--- src/rtl/cbg_pkg.sv ---
// Shared types for the console break glue logic.
// Assumes the register window holds 2 channels x 2^REG_BITS registers at even offsets.
package cbg_pkg;

    localparam int DEF_REG_BITS = 4;
    localparam int DEF_ADDR_W   = DEF_REG_BITS + 3;
    localparam int DEF_SYNC     = 2;

    typedef enum logic {
        CH_B = 1'b0,
        CH_A = 1'b1
    } chan_e;

    typedef enum logic [1:0] {
        ARM_HOLD = 2'd0,
        ARM_SET  = 2'd1,
        ARM_CLR  = 2'd2
    } arm_cmd_e;

endpackage

--- src/rtl/cbg_addr_decode.sv ---
// Combinational window decode.
// Qualifies host cycles (select, single strobe, even address) and splits the
// byte offset into channel, register index and an arm-flag command.
// Assumes ADDR_W >= REG_BITS + 3. Address bits above the mirror bit are ignored.
module cbg_addr_decode
    import cbg_pkg::*;
#(
    parameter int ADDR_W   = DEF_ADDR_W,
    parameter int REG_BITS = DEF_REG_BITS
) (
    input  logic                host_cs,
    input  logic                host_rd,
    input  logic                host_wr,
    input  logic [ADDR_W-1:0]   host_addr,
    output logic                acc_rd,
    output logic                acc_wr,
    output chan_e               acc_chan,
    output logic [REG_BITS-1:0] acc_idx,
    output arm_cmd_e            arm_cmd
);

    localparam int CHAN_BIT = REG_BITS + 1;
    localparam int MIR_BIT  = REG_BITS + 2;

    logic acc_ok;

    // Access qualification: selected, even offset, exactly one strobe.
    always_comb begin
        acc_ok = host_cs && !host_addr[0] && (host_rd ^ host_wr);
        acc_rd = acc_ok && host_rd;
        acc_wr = acc_ok && host_wr;
    end

    // Field split of the byte offset.
    always_comb begin
        acc_chan = host_addr[CHAN_BIT] ? CH_A : CH_B;
        acc_idx  = host_addr[REG_BITS:1];
    end

    // Arm command: only reads in the upper copy of the registers act on the flag.
    always_comb begin
        arm_cmd = ARM_HOLD;
        if (acc_rd && host_addr[MIR_BIT]) begin
            arm_cmd = host_addr[CHAN_BIT] ? ARM_SET : ARM_CLR;
        end
    end

endmodule

--- src/rtl/cbg_ctl_port.sv ---
// Output register stage toward the serial controller.
// Presents strobes for one cycle after the host access, with index and channel held.
module cbg_ctl_port
    import cbg_pkg::*;
#(
    parameter int REG_BITS = DEF_REG_BITS
) (
    input  logic                clk,
    input  logic                rst_n,
    input  logic                acc_rd,
    input  logic                acc_wr,
    input  chan_e               acc_chan,
    input  logic [REG_BITS-1:0] acc_idx,
    output logic                ctl_chan_a,
    output logic [REG_BITS-1:0] ctl_reg_idx,
    output logic                ctl_rd,
    output logic                ctl_wr
);

    // Strobe register, cleared by reset.
    always_ff @(posedge clk) begin
        if (!rst_n) begin
            ctl_rd <= 1'b0;
            ctl_wr <= 1'b0;
        end else begin
            ctl_rd <= acc_rd;
            ctl_wr <= acc_wr;
        end
    end

    // Address fields load only with an accepted access.
    always_ff @(posedge clk) begin
        if (!rst_n) begin
            ctl_chan_a  <= 1'b0;
            ctl_reg_idx <= '0;
        end else if (acc_rd || acc_wr) begin
            ctl_chan_a  <= (acc_chan == CH_A);
            ctl_reg_idx <= acc_idx;
        end
    end

endmodule

--- src/rtl/cbg_arm_ctrl.sv ---
// Break-arm flag.
// Set and cleared by decoded read commands, cleared by reset.
module cbg_arm_ctrl
    import cbg_pkg::*;
(
    input  logic     clk,
    input  logic     rst_n,
    input  arm_cmd_e arm_cmd,
    output logic     armed
);

    // Flag update from the decoded command.
    always_ff @(posedge clk) begin
        if (!rst_n) begin
            armed <= 1'b0;
        end else begin
            unique case (arm_cmd)
                ARM_SET: armed <= 1'b1;
                ARM_CLR: armed <= 1'b0;
                default: armed <= armed;
            endcase
        end
    end

endmodule

--- src/rtl/cbg_sync.sv ---
// Multi-stage synchroniser for an asynchronous level, reset to idle-high.
// Assumes STAGES >= 1. Output follows input after STAGES clock edges.
module cbg_sync #(
    parameter int   STAGES   = cbg_pkg::DEF_SYNC,
    parameter logic RST_VAL  = 1'b1
) (
    input  logic clk,
    input  logic rst_n,
    input  logic d_async,
    output logic q_sync
);

    logic [STAGES-1:0] chain;

    generate
        if (STAGES == 1) begin : g_one
            // Single-stage capture.
            always_ff @(posedge clk) begin
                if (!rst_n) chain <= RST_VAL;
                else        chain <= d_async;
            end
        end else begin : g_many
            // Shift chain capture.
            always_ff @(posedge clk) begin
                if (!rst_n) chain <= {STAGES{RST_VAL}};
                else        chain <= {chain[STAGES-2:0], d_async};
            end
        end
    endgenerate

    assign q_sync = chain[STAGES-1];

endmodule

--- src/rtl/cbg_nmi_gen.sv ---
// NMI pulse generator.
// Raises a one-cycle pulse when armed and the synchronised line is low, then
// blocks further pulses until the line has been seen high again.
module cbg_nmi_gen (
    input  logic clk,
    input  logic rst_n,
    input  logic armed,
    input  logic rxd_s,
    output logic nmi_req
);

    logic blocked;
    logic fire;

    // Fire condition from the current flag, line level and block state.
    always_comb fire = armed && !rxd_s && !blocked;

    // Block latch: set on a pulse, released by a high line.
    always_ff @(posedge clk) begin
        if (!rst_n)       blocked <= 1'b0;
        else if (rxd_s)   blocked <= 1'b0;
        else if (fire)    blocked <= 1'b1;
    end

    // Registered request output.
    always_ff @(posedge clk) begin
        if (!rst_n) nmi_req <= 1'b0;
        else        nmi_req <= fire;
    end

endmodule

--- src/rtl/console_break_glue.sv ---
// Top: host-bus glue for a dual-channel serial controller with console break arming.
// Assumes one-cycle host strobes and a host_cs already decoded for the window.
module console_break_glue
    import cbg_pkg::*;
#(
    parameter int ADDR_W      = DEF_ADDR_W,
    parameter int REG_BITS    = DEF_REG_BITS,
    parameter int SYNC_STAGES = DEF_SYNC
) (
    input  logic                clk,
    input  logic                rst_n,
    input  logic                host_cs,
    input  logic                host_rd,
    input  logic                host_wr,
    input  logic [ADDR_W-1:0]   host_addr,
    input  logic                con_rxd,
    output logic                ctl_chan_a,
    output logic [REG_BITS-1:0] ctl_reg_idx,
    output logic                ctl_rd,
    output logic                ctl_wr,
    output logic                nmi_req
);

    logic                acc_rd;
    logic                acc_wr;
    chan_e               acc_chan;
    logic [REG_BITS-1:0] acc_idx;
    arm_cmd_e            arm_cmd;
    logic                armed;
    logic                rxd_s;

    cbg_addr_decode #(.ADDR_W(ADDR_W), .REG_BITS(REG_BITS)) u_dec (
        .host_cs   (host_cs),
        .host_rd   (host_rd),
        .host_wr   (host_wr),
        .host_addr (host_addr),
        .acc_rd    (acc_rd),
        .acc_wr    (acc_wr),
        .acc_chan  (acc_chan),
        .acc_idx   (acc_idx),
        .arm_cmd   (arm_cmd)
    );

    cbg_ctl_port #(.REG_BITS(REG_BITS)) u_port (
        .clk         (clk),
        .rst_n       (rst_n),
        .acc_rd      (acc_rd),
        .acc_wr      (acc_wr),
        .acc_chan    (acc_chan),
        .acc_idx     (acc_idx),
        .ctl_chan_a  (ctl_chan_a),
        .ctl_reg_idx (ctl_reg_idx),
        .ctl_rd      (ctl_rd),
        .ctl_wr      (ctl_wr)
    );

    cbg_arm_ctrl u_arm (
        .clk     (clk),
        .rst_n   (rst_n),
        .arm_cmd (arm_cmd),
        .armed   (armed)
    );

    cbg_sync #(.STAGES(SYNC_STAGES), .RST_VAL(1'b1)) u_sync (
        .clk     (clk),
        .rst_n   (rst_n),
        .d_async (con_rxd),
        .q_sync  (rxd_s)
    );

    cbg_nmi_gen u_nmi (
        .clk     (clk),
        .rst_n   (rst_n),
        .armed   (armed),
        .rxd_s   (rxd_s),
        .nmi_req (nmi_req)
    );

endmodule

--- config.mk ---
export PLATFORM = sky130hd
export DESIGN_NAME = console_break_glue
export DESIGN_NICKNAME = d
export VERILOG_FILES = /design/src/rtl/cbg_pkg.sv /design/src/rtl/cbg_addr_decode.sv /design/src/rtl/cbg_ctl_port.sv /design/src/rtl/cbg_arm_ctrl.sv /design/src/rtl/cbg_sync.sv /design/src/rtl/cbg_nmi_gen.sv /design/src/rtl/console_break_glue.sv
export SDC_FILE = /design/constraint.sdc
export NUM_CORES = 1
export LEC_CHECK = 0
export ABC_AREA = 0
export BUFFER_PORTS_ARGS = -buffer_cell sky130_fd_sc_hd__buf_2
export CORE_AREA = 2 2 39 41
export DETAILED_ROUTE_END_ITERATION = 8
export DIE_AREA = 0 0 41 43
export PLACE_DENSITY = 0.78
export SETUP_SLACK_MARGIN = 0.4
export SLEW_MARGIN = 0
export SYNTH_ARGS = -nofsm -noshare
export SYNTH_HDL_FRONTEND = slang
export SYNTH_HIERARCHICAL = 1
export SYNTH_SLANG_ARGS = --single-unit
--- constraint.sdc ---
create_clock -name clk -period 1.8 [get_ports clk]
set_input_delay 0 -clock clk [delete_from_list [all_inputs] [get_ports clk]]
set_output_delay 0 -clock clk [all_outputs]
set_load 0.01 [all_outputs]
==> flow_summary.yaml, run 1 <==
global_routing:
  grt_pass1_vias: 396
  grt_pass1_wl_mm: 1.64
  grt_max_degree: 18
  grt_overflow: 0
  track_usage_pct: 14.1
  antenna_found_initial: 0
critical_path:
  cp_slowest_cell: "or3b_1"
  startpoint: "host_addr[0]"
  crit_fanout: 3
  end_kind: "register"
  worstReg2RegStart: "u_sync/chain[1]"
  cp.arrival_ps: 1350
  cpLargestDelayFamily: "simple AND/OR/NAND/NOR gates"
  required_ps: 2010
  path_cells: "buf_2, or3b_1, nor2_1, inv_1, ha_1, or2_1, a21boi_2"
  critPathBufInv: 2
  crit_path_start_kind: "input port"
  criticalPathCategory: "in -> reg"
  critPathMaxStageDelay_ps: 420
routing:
  wl_per_cell_um: 10.1
  drcViolationCount: 0
  routed_wl_um: 954
  viasPerCell: 4.55
  final_antenna_net_count: 0
  drtIter0Drc: 5
  dr.pass1.iters: 2
  vias: 428
timing:
  slew_headroom_pct: 82.8
  slew_violations: 0
  finalHoldViolCount: 0
  fmax_mhz: 883
  worst_pin_slew_ps: 257
  min_period_ps: 1130
  rsz0062_at_grt: "no"
  post-route-period-util_pct: 62.9
  setup_viol: 0
  tns_ps: 0
  skew_ps: 0.496
power:
  vdd_drop_max_v: 0.000309
  p_leak_nw: 0.311
  p_per_area_nw_per_um2: 774
worst_hold_path:
  hold_path_class: "in -> reg"
  hp-start: "host_addr[5]"
placement:
  hpwl_um: 643
  port_buffers: 20
  placed_cells: 85
  routabilityCongestion: 0.635
clock_network:
  hold_buffers: 5
  post_cts_resized: 0
  clkSinkCount: 12
  cts_buffers: 3
  htree_levels: 1
  cts_tree: "yes"
  cts_setup_buffers: 0
  cts-root-buf: "clkbuf_4"
  clockBufferDepth: 2
  clock_latency_ps: 270
  clkSlewWorstSetupHoldPaths_ps: 80
final_layout:
  finalNonFillerCells: 94
  n_antenna_cell: 0
  nNetsFinal: 93
  multi_input_comb_area_sq_um: 240
  fill_cells: 130
  area_growth_pct: 32.3
  drive_gt1_share_pct: 46.2
  seqCellArea_sq_um: 240
job:
  cap_violations: 0
synth:
  synth-seq-cells: 12
  yosysUniqueCellTypes: 20
  synth_nets: 68
  syn_area_per_cell_sq_um: 9.82
  ys_warn_count: 6
  netlist_area_sq_um: 531
  ys_seq_area_share_pct: 45.3
  syn_inst: 54
die:
  io_pins: 21
  fp.dieW_um: 41
  std_cell_rows: 14
  coreArea_sq_um: 1380
  initial_core_util_pct: 38.3
  chipHeight_um: 43
  dieArea_sq_um: 1760
status:
  run_status: "finished clean"
-- stage by stage --
| step | worst slack (ps) | area, sq um | power [mW] | utilization (%) | hold WS, ps |
|---|---|---|---|---|---|
| 2_1_floorplan | 538 | 531 | 0.315 | - | 73.0 |
| 3_3_place_gp | 417 | 616 | 0.331 | 44.5 | 179 |
| 3_5_place_dp | 396 | 616 | 0.332 | 44.5 | 187 |
| 4_1_cts | 679 | 702 | 0.555 | 50.7 | 11.1 |
| 5_1_grt | 628 | 702 | 0.576 | 50.7 | 40.2 |
| 6_report | 667 | 702 | 0.543 | 50.7 | 26.7 |
-- Yosys cell counts --
cell	instances	area share (%)
nor3_2	1	1.9
nor3b_1	1	1.4
or2_4	1	1.7
or3b_1	1	1.7
inv_1	2	1.4
buf_4	5	7.1
ha_1	1	2.4
or2_1	1	1.2
and4bb_2	2	4.7
and2_1	1	1.2
nand2_1	7	5.0
and2_2	1	1.4
nand2b_1	2	2.4
o21ai_2	5	8.3
nand3_1	1	0.94
buf_2	1	0.94
o211ai_1	5	7.1
dfxtp_1	12	45
nor2_1	3	2.1
a21boi_2	1	2.1
-- sequential cells by signal, indices dropped and copies added (netlist names) --
signal and cells:
u_nmi/blocked 1, u_port/ctl_wr 1, u_port/ctl_rd 1, u_port/ctl_chan_a 1, u_port/ctl_reg_idx 4, u_sync/chain 2
u_arm/armed 1, u_nmi/nmi_req 1
-- kinds of logic after synthesis --
| group | synth area share (%) |
|---|---|
| fa+ha+maj | 2.36 |
| flops | 45.3 |
| compound gates | 17.5 |
| buf+inv | 9.43 |
| simple gates | 25.5 |
-- path summary, 6_finish.rpt --
path         depth (start not counted)           endpoint  slack (ps)
max                                  7        u_arm/armed         670
min                                  3  u_port/ctl_chan_a          30
max reg2reg                          1      u_nmi/nmi_req        1110
min reg2reg                          1      u_nmi/blocked         440
-- cell type report --
| type | instances | area share (%) |
|---|---|---|
| Sequential cell | 12 | 34.2 |
| Multi-Input combinational cell | 34 | 34.2 |
| Timing Repair Buffer | 26 | 22.5 |
| Clock buffer | 4 | 5.17 |
| Tap cell | 16 | 2.85 |
| Inverter | 2 | 1.07 |
-- report_power, final --
part	total [mW]	internal (mW)	switching, mW
Combinational	0.0575	0.0309	0.0266
Sequential	0.276	0.273	0.00323
Clock	0.209	0.123	0.0865
-- metal layers --
| layer | track usage (%) | wire length [um] |
|---|---|---|
| met1 | 16.9 | 467 |
| met2 | 20.9 | 436 |
| met4 | 8.00 | 0 |
| met3 | 4.71 | 51 |
| met5 | 0 | 0 |
-- layout by cell type (no fill, tap or decap) --
cell type      count
dfxtp_1           12
nor3b_1            1
buf_4              1
and4bb_2           2
clkbuf_8           1
nor2_1             3
or2_1              1
nand3_1            1
and2_1             1
a21boi_2           1
nand2b_1           2
nor3_2             1
inv_1              2
nand2_1            7
or2_4              1
dlygate4sd3_1      5
clkbuf_4           3
o211ai_1           5
and2_2             1
buf_2             20
o21ai_2            5
or3b_1             1
ha_1               1
(Power assumes the default switching activity.)
==> run 2: changes to the inputs <==
- CORE_AREA: 2 2 39 41 -> not set
- CORE_UTILIZATION: not set -> 40
- DIE_AREA: 0 0 41 43 -> not set
- PLACE_DENSITY: 0.78 -> 0.8
- clock period: 1.8 -> 0.9 ns (I/O delays scaled with it)
==> run 2 against run 1 <==
Effect of this change: the flow now finishes with violations (hold timing, setup timing); routed wire length up 8.9%; cell area up 4.8%; combinational power up 120%; clock skew up 0.74 ps; die area down 16%; via count up 4.7%; power up 83%; non-clock buffer count down 2; largest cell class is now multi-input combinational cells; largest power group unchanged; highest routed layer unchanged.
==> flow_summary.yaml, run 2 (same netlist as run 1, synthesis figures left out) <==
critical_path:
  criticalPathCategory: "in -> reg"
  required_ps: 1100
  crit_fanout: 3
  end_kind: "register"
  cp.arrival_ps: 1260
  crit_path_start_kind: "input port"
routing:
  drcViolationCount: 0
  wl_per_cell_um: 11.7
  final_antenna_net_count: 0
  drtIter0Drc: 4
  routed_wl_mm: 1.04
  viasPerCell: 5.03
  dr.pass1.iters: 4
  vias: 448
clock_network:
  clockBufferDepth: 2
  cts_buffers: 3
  clkSlewWorstSetupHoldPaths_ps: 70
  cts_tree: "yes"
  clkSinkCount: 12
  clock_latency_ps: 260
  cts-root-buf: "clkbuf_4"
  htree_levels: 1
global_routing:
  grt_max_degree: 18
  grt-busiest-layer: "met2"
  grt_pass1_wl_mm: 1.73
  met3_usage_pct: 10.5
  track_usage_pct: 18.0
  grt_pass1_vias: 407
  met1_usage_pct: 21.0
  grt_util_met2_pct: 29.2
  grt_overflow: 0
  antenna_found_initial: 0
worst_hold_path:
  hold_path_class: "in -> reg"
power:
  vdd_drop_max_v: 0.00102
  p_leak_nw: 0.311
  p_per_area_nw_per_um2: 1350
status:
  violations: "hold timing, setup timing"
  run_status: "finished with violations"
timing:
  holdWs_ps: -81.0
  post-route-period-util_pct: 117
  finalHoldViolCount: 3
  slew_violations: 0
  slew_headroom_pct: 82.8
  worst_pin_slew_ps: 258
  setup_viol: 2
  min_period_ps: 1050
  setup_slack_ps: -152
  fmax_mhz: 951
  skew_ps: 1.24
  rsz0062_at_grt: "yes"
placement:
  routabilityCongestion: 0.662
  dp_slack_ps: -454
  port_buffers: 20
  placed_cells: 85
  hpwl_um: 753
die:
  initial_core_util_pct: 45.3
  io_pins: 21
  coreArea_sq_um: 1170
  chipHeight_um: 38.4
  dieArea_sq_um: 1480
  fp.dieW_um: 38.4
  std_cell_rows: 12
final_layout:
  reg_top3: "u_port/ctl_reg_idx: 4 flops, u_sync/chain: 2 flops"
  layout_commonest_cell: "buf_2"
  area_growth_pct: 38.7
  n_antenna_cell: 0
  finalNonFillerCells: 89
  drive_gt1_share_pct: 64.0
  largest_reg_flops: 4
  fill_cells: 101
  final_cell_mix: "13 x buf_2, 9 x buf_6, 7 x nand2_1, 7 x dfxtp_2"
  nNetsFinal: 91
  top_register: "u_port/ctl_reg_idx"
job:
  cap_violations: 0
==> run 2: critical path, stage by stage <==
cell      delay, ps
buf_6            90
or3b_4          420
nor2_4           90
inv_1            40
ha_1            270
or2_1           220
a21boi_2        120
==> run 2: per-stage QoR <==
stage	power [mW]	utilization (%)	TNS [ps]	area, sq um
finish	0.995	62.8	-159	736
global route	1.06	62.8	-199	736
CTS	1.00	59.8	-142	701
detailed placement	0.671	53.8	-1790	631
global placement	0.667	53.8	-1480	631
floorplan	0.631	-	-1040	533
==> run 2: routing by layer <==
layer | vias up | routed length (um)
li1 | 227 | -
met2 | 16 | 516
met3 | 0 | 88
met4 | 0 | 0
met5 | - | 0
met1 | 205 | 435
==> run 2: layout make-up <==
| type | instances | area, sq um | area share (%) |
|---|---|---|---|
| multi-input cells | 34 | 258 | 35.0 |
| repair buffers | 24 | 181 | 24.7 |
| clock buffers | 3 | 22.5 | 3.06 |
| flip-flops and latches | 12 | 249 | 33.8 |
| well taps | 14 | 17.5 | 2.38 |
| inverters | 2 | 7.51 | 1.02 |
==> run 2: path summary, 6_finish.rpt <==
path,from,endpoint,slack (ps),depth (start not counted)
hold / removal,con_rxd,u_sync/chain[0],-80,2
hold reg to reg,u_sync/chain[1],u_nmi/blocked,410,1
setup / recovery,host_addr[0],u_arm/armed,-150,7
setup reg to reg,u_arm/armed,u_nmi/nmi_req,250,1
==> run 2: report_power, final <==
part | internal (mW) | switching, mW
Clock | 0.155 | 0.155
Combinational | 0.0705 | 0.0581
Sequential | 0.548 | 0.00898
Total | 0.773 | 0.222
==> run 2: timing repair <==
action,in CTS,in global routing
buffers inserted,0,1
setup endpoints to repair,18,18
pin swaps,1,0
endpoints found under the hold margin,5,3
resized for setup,13,7
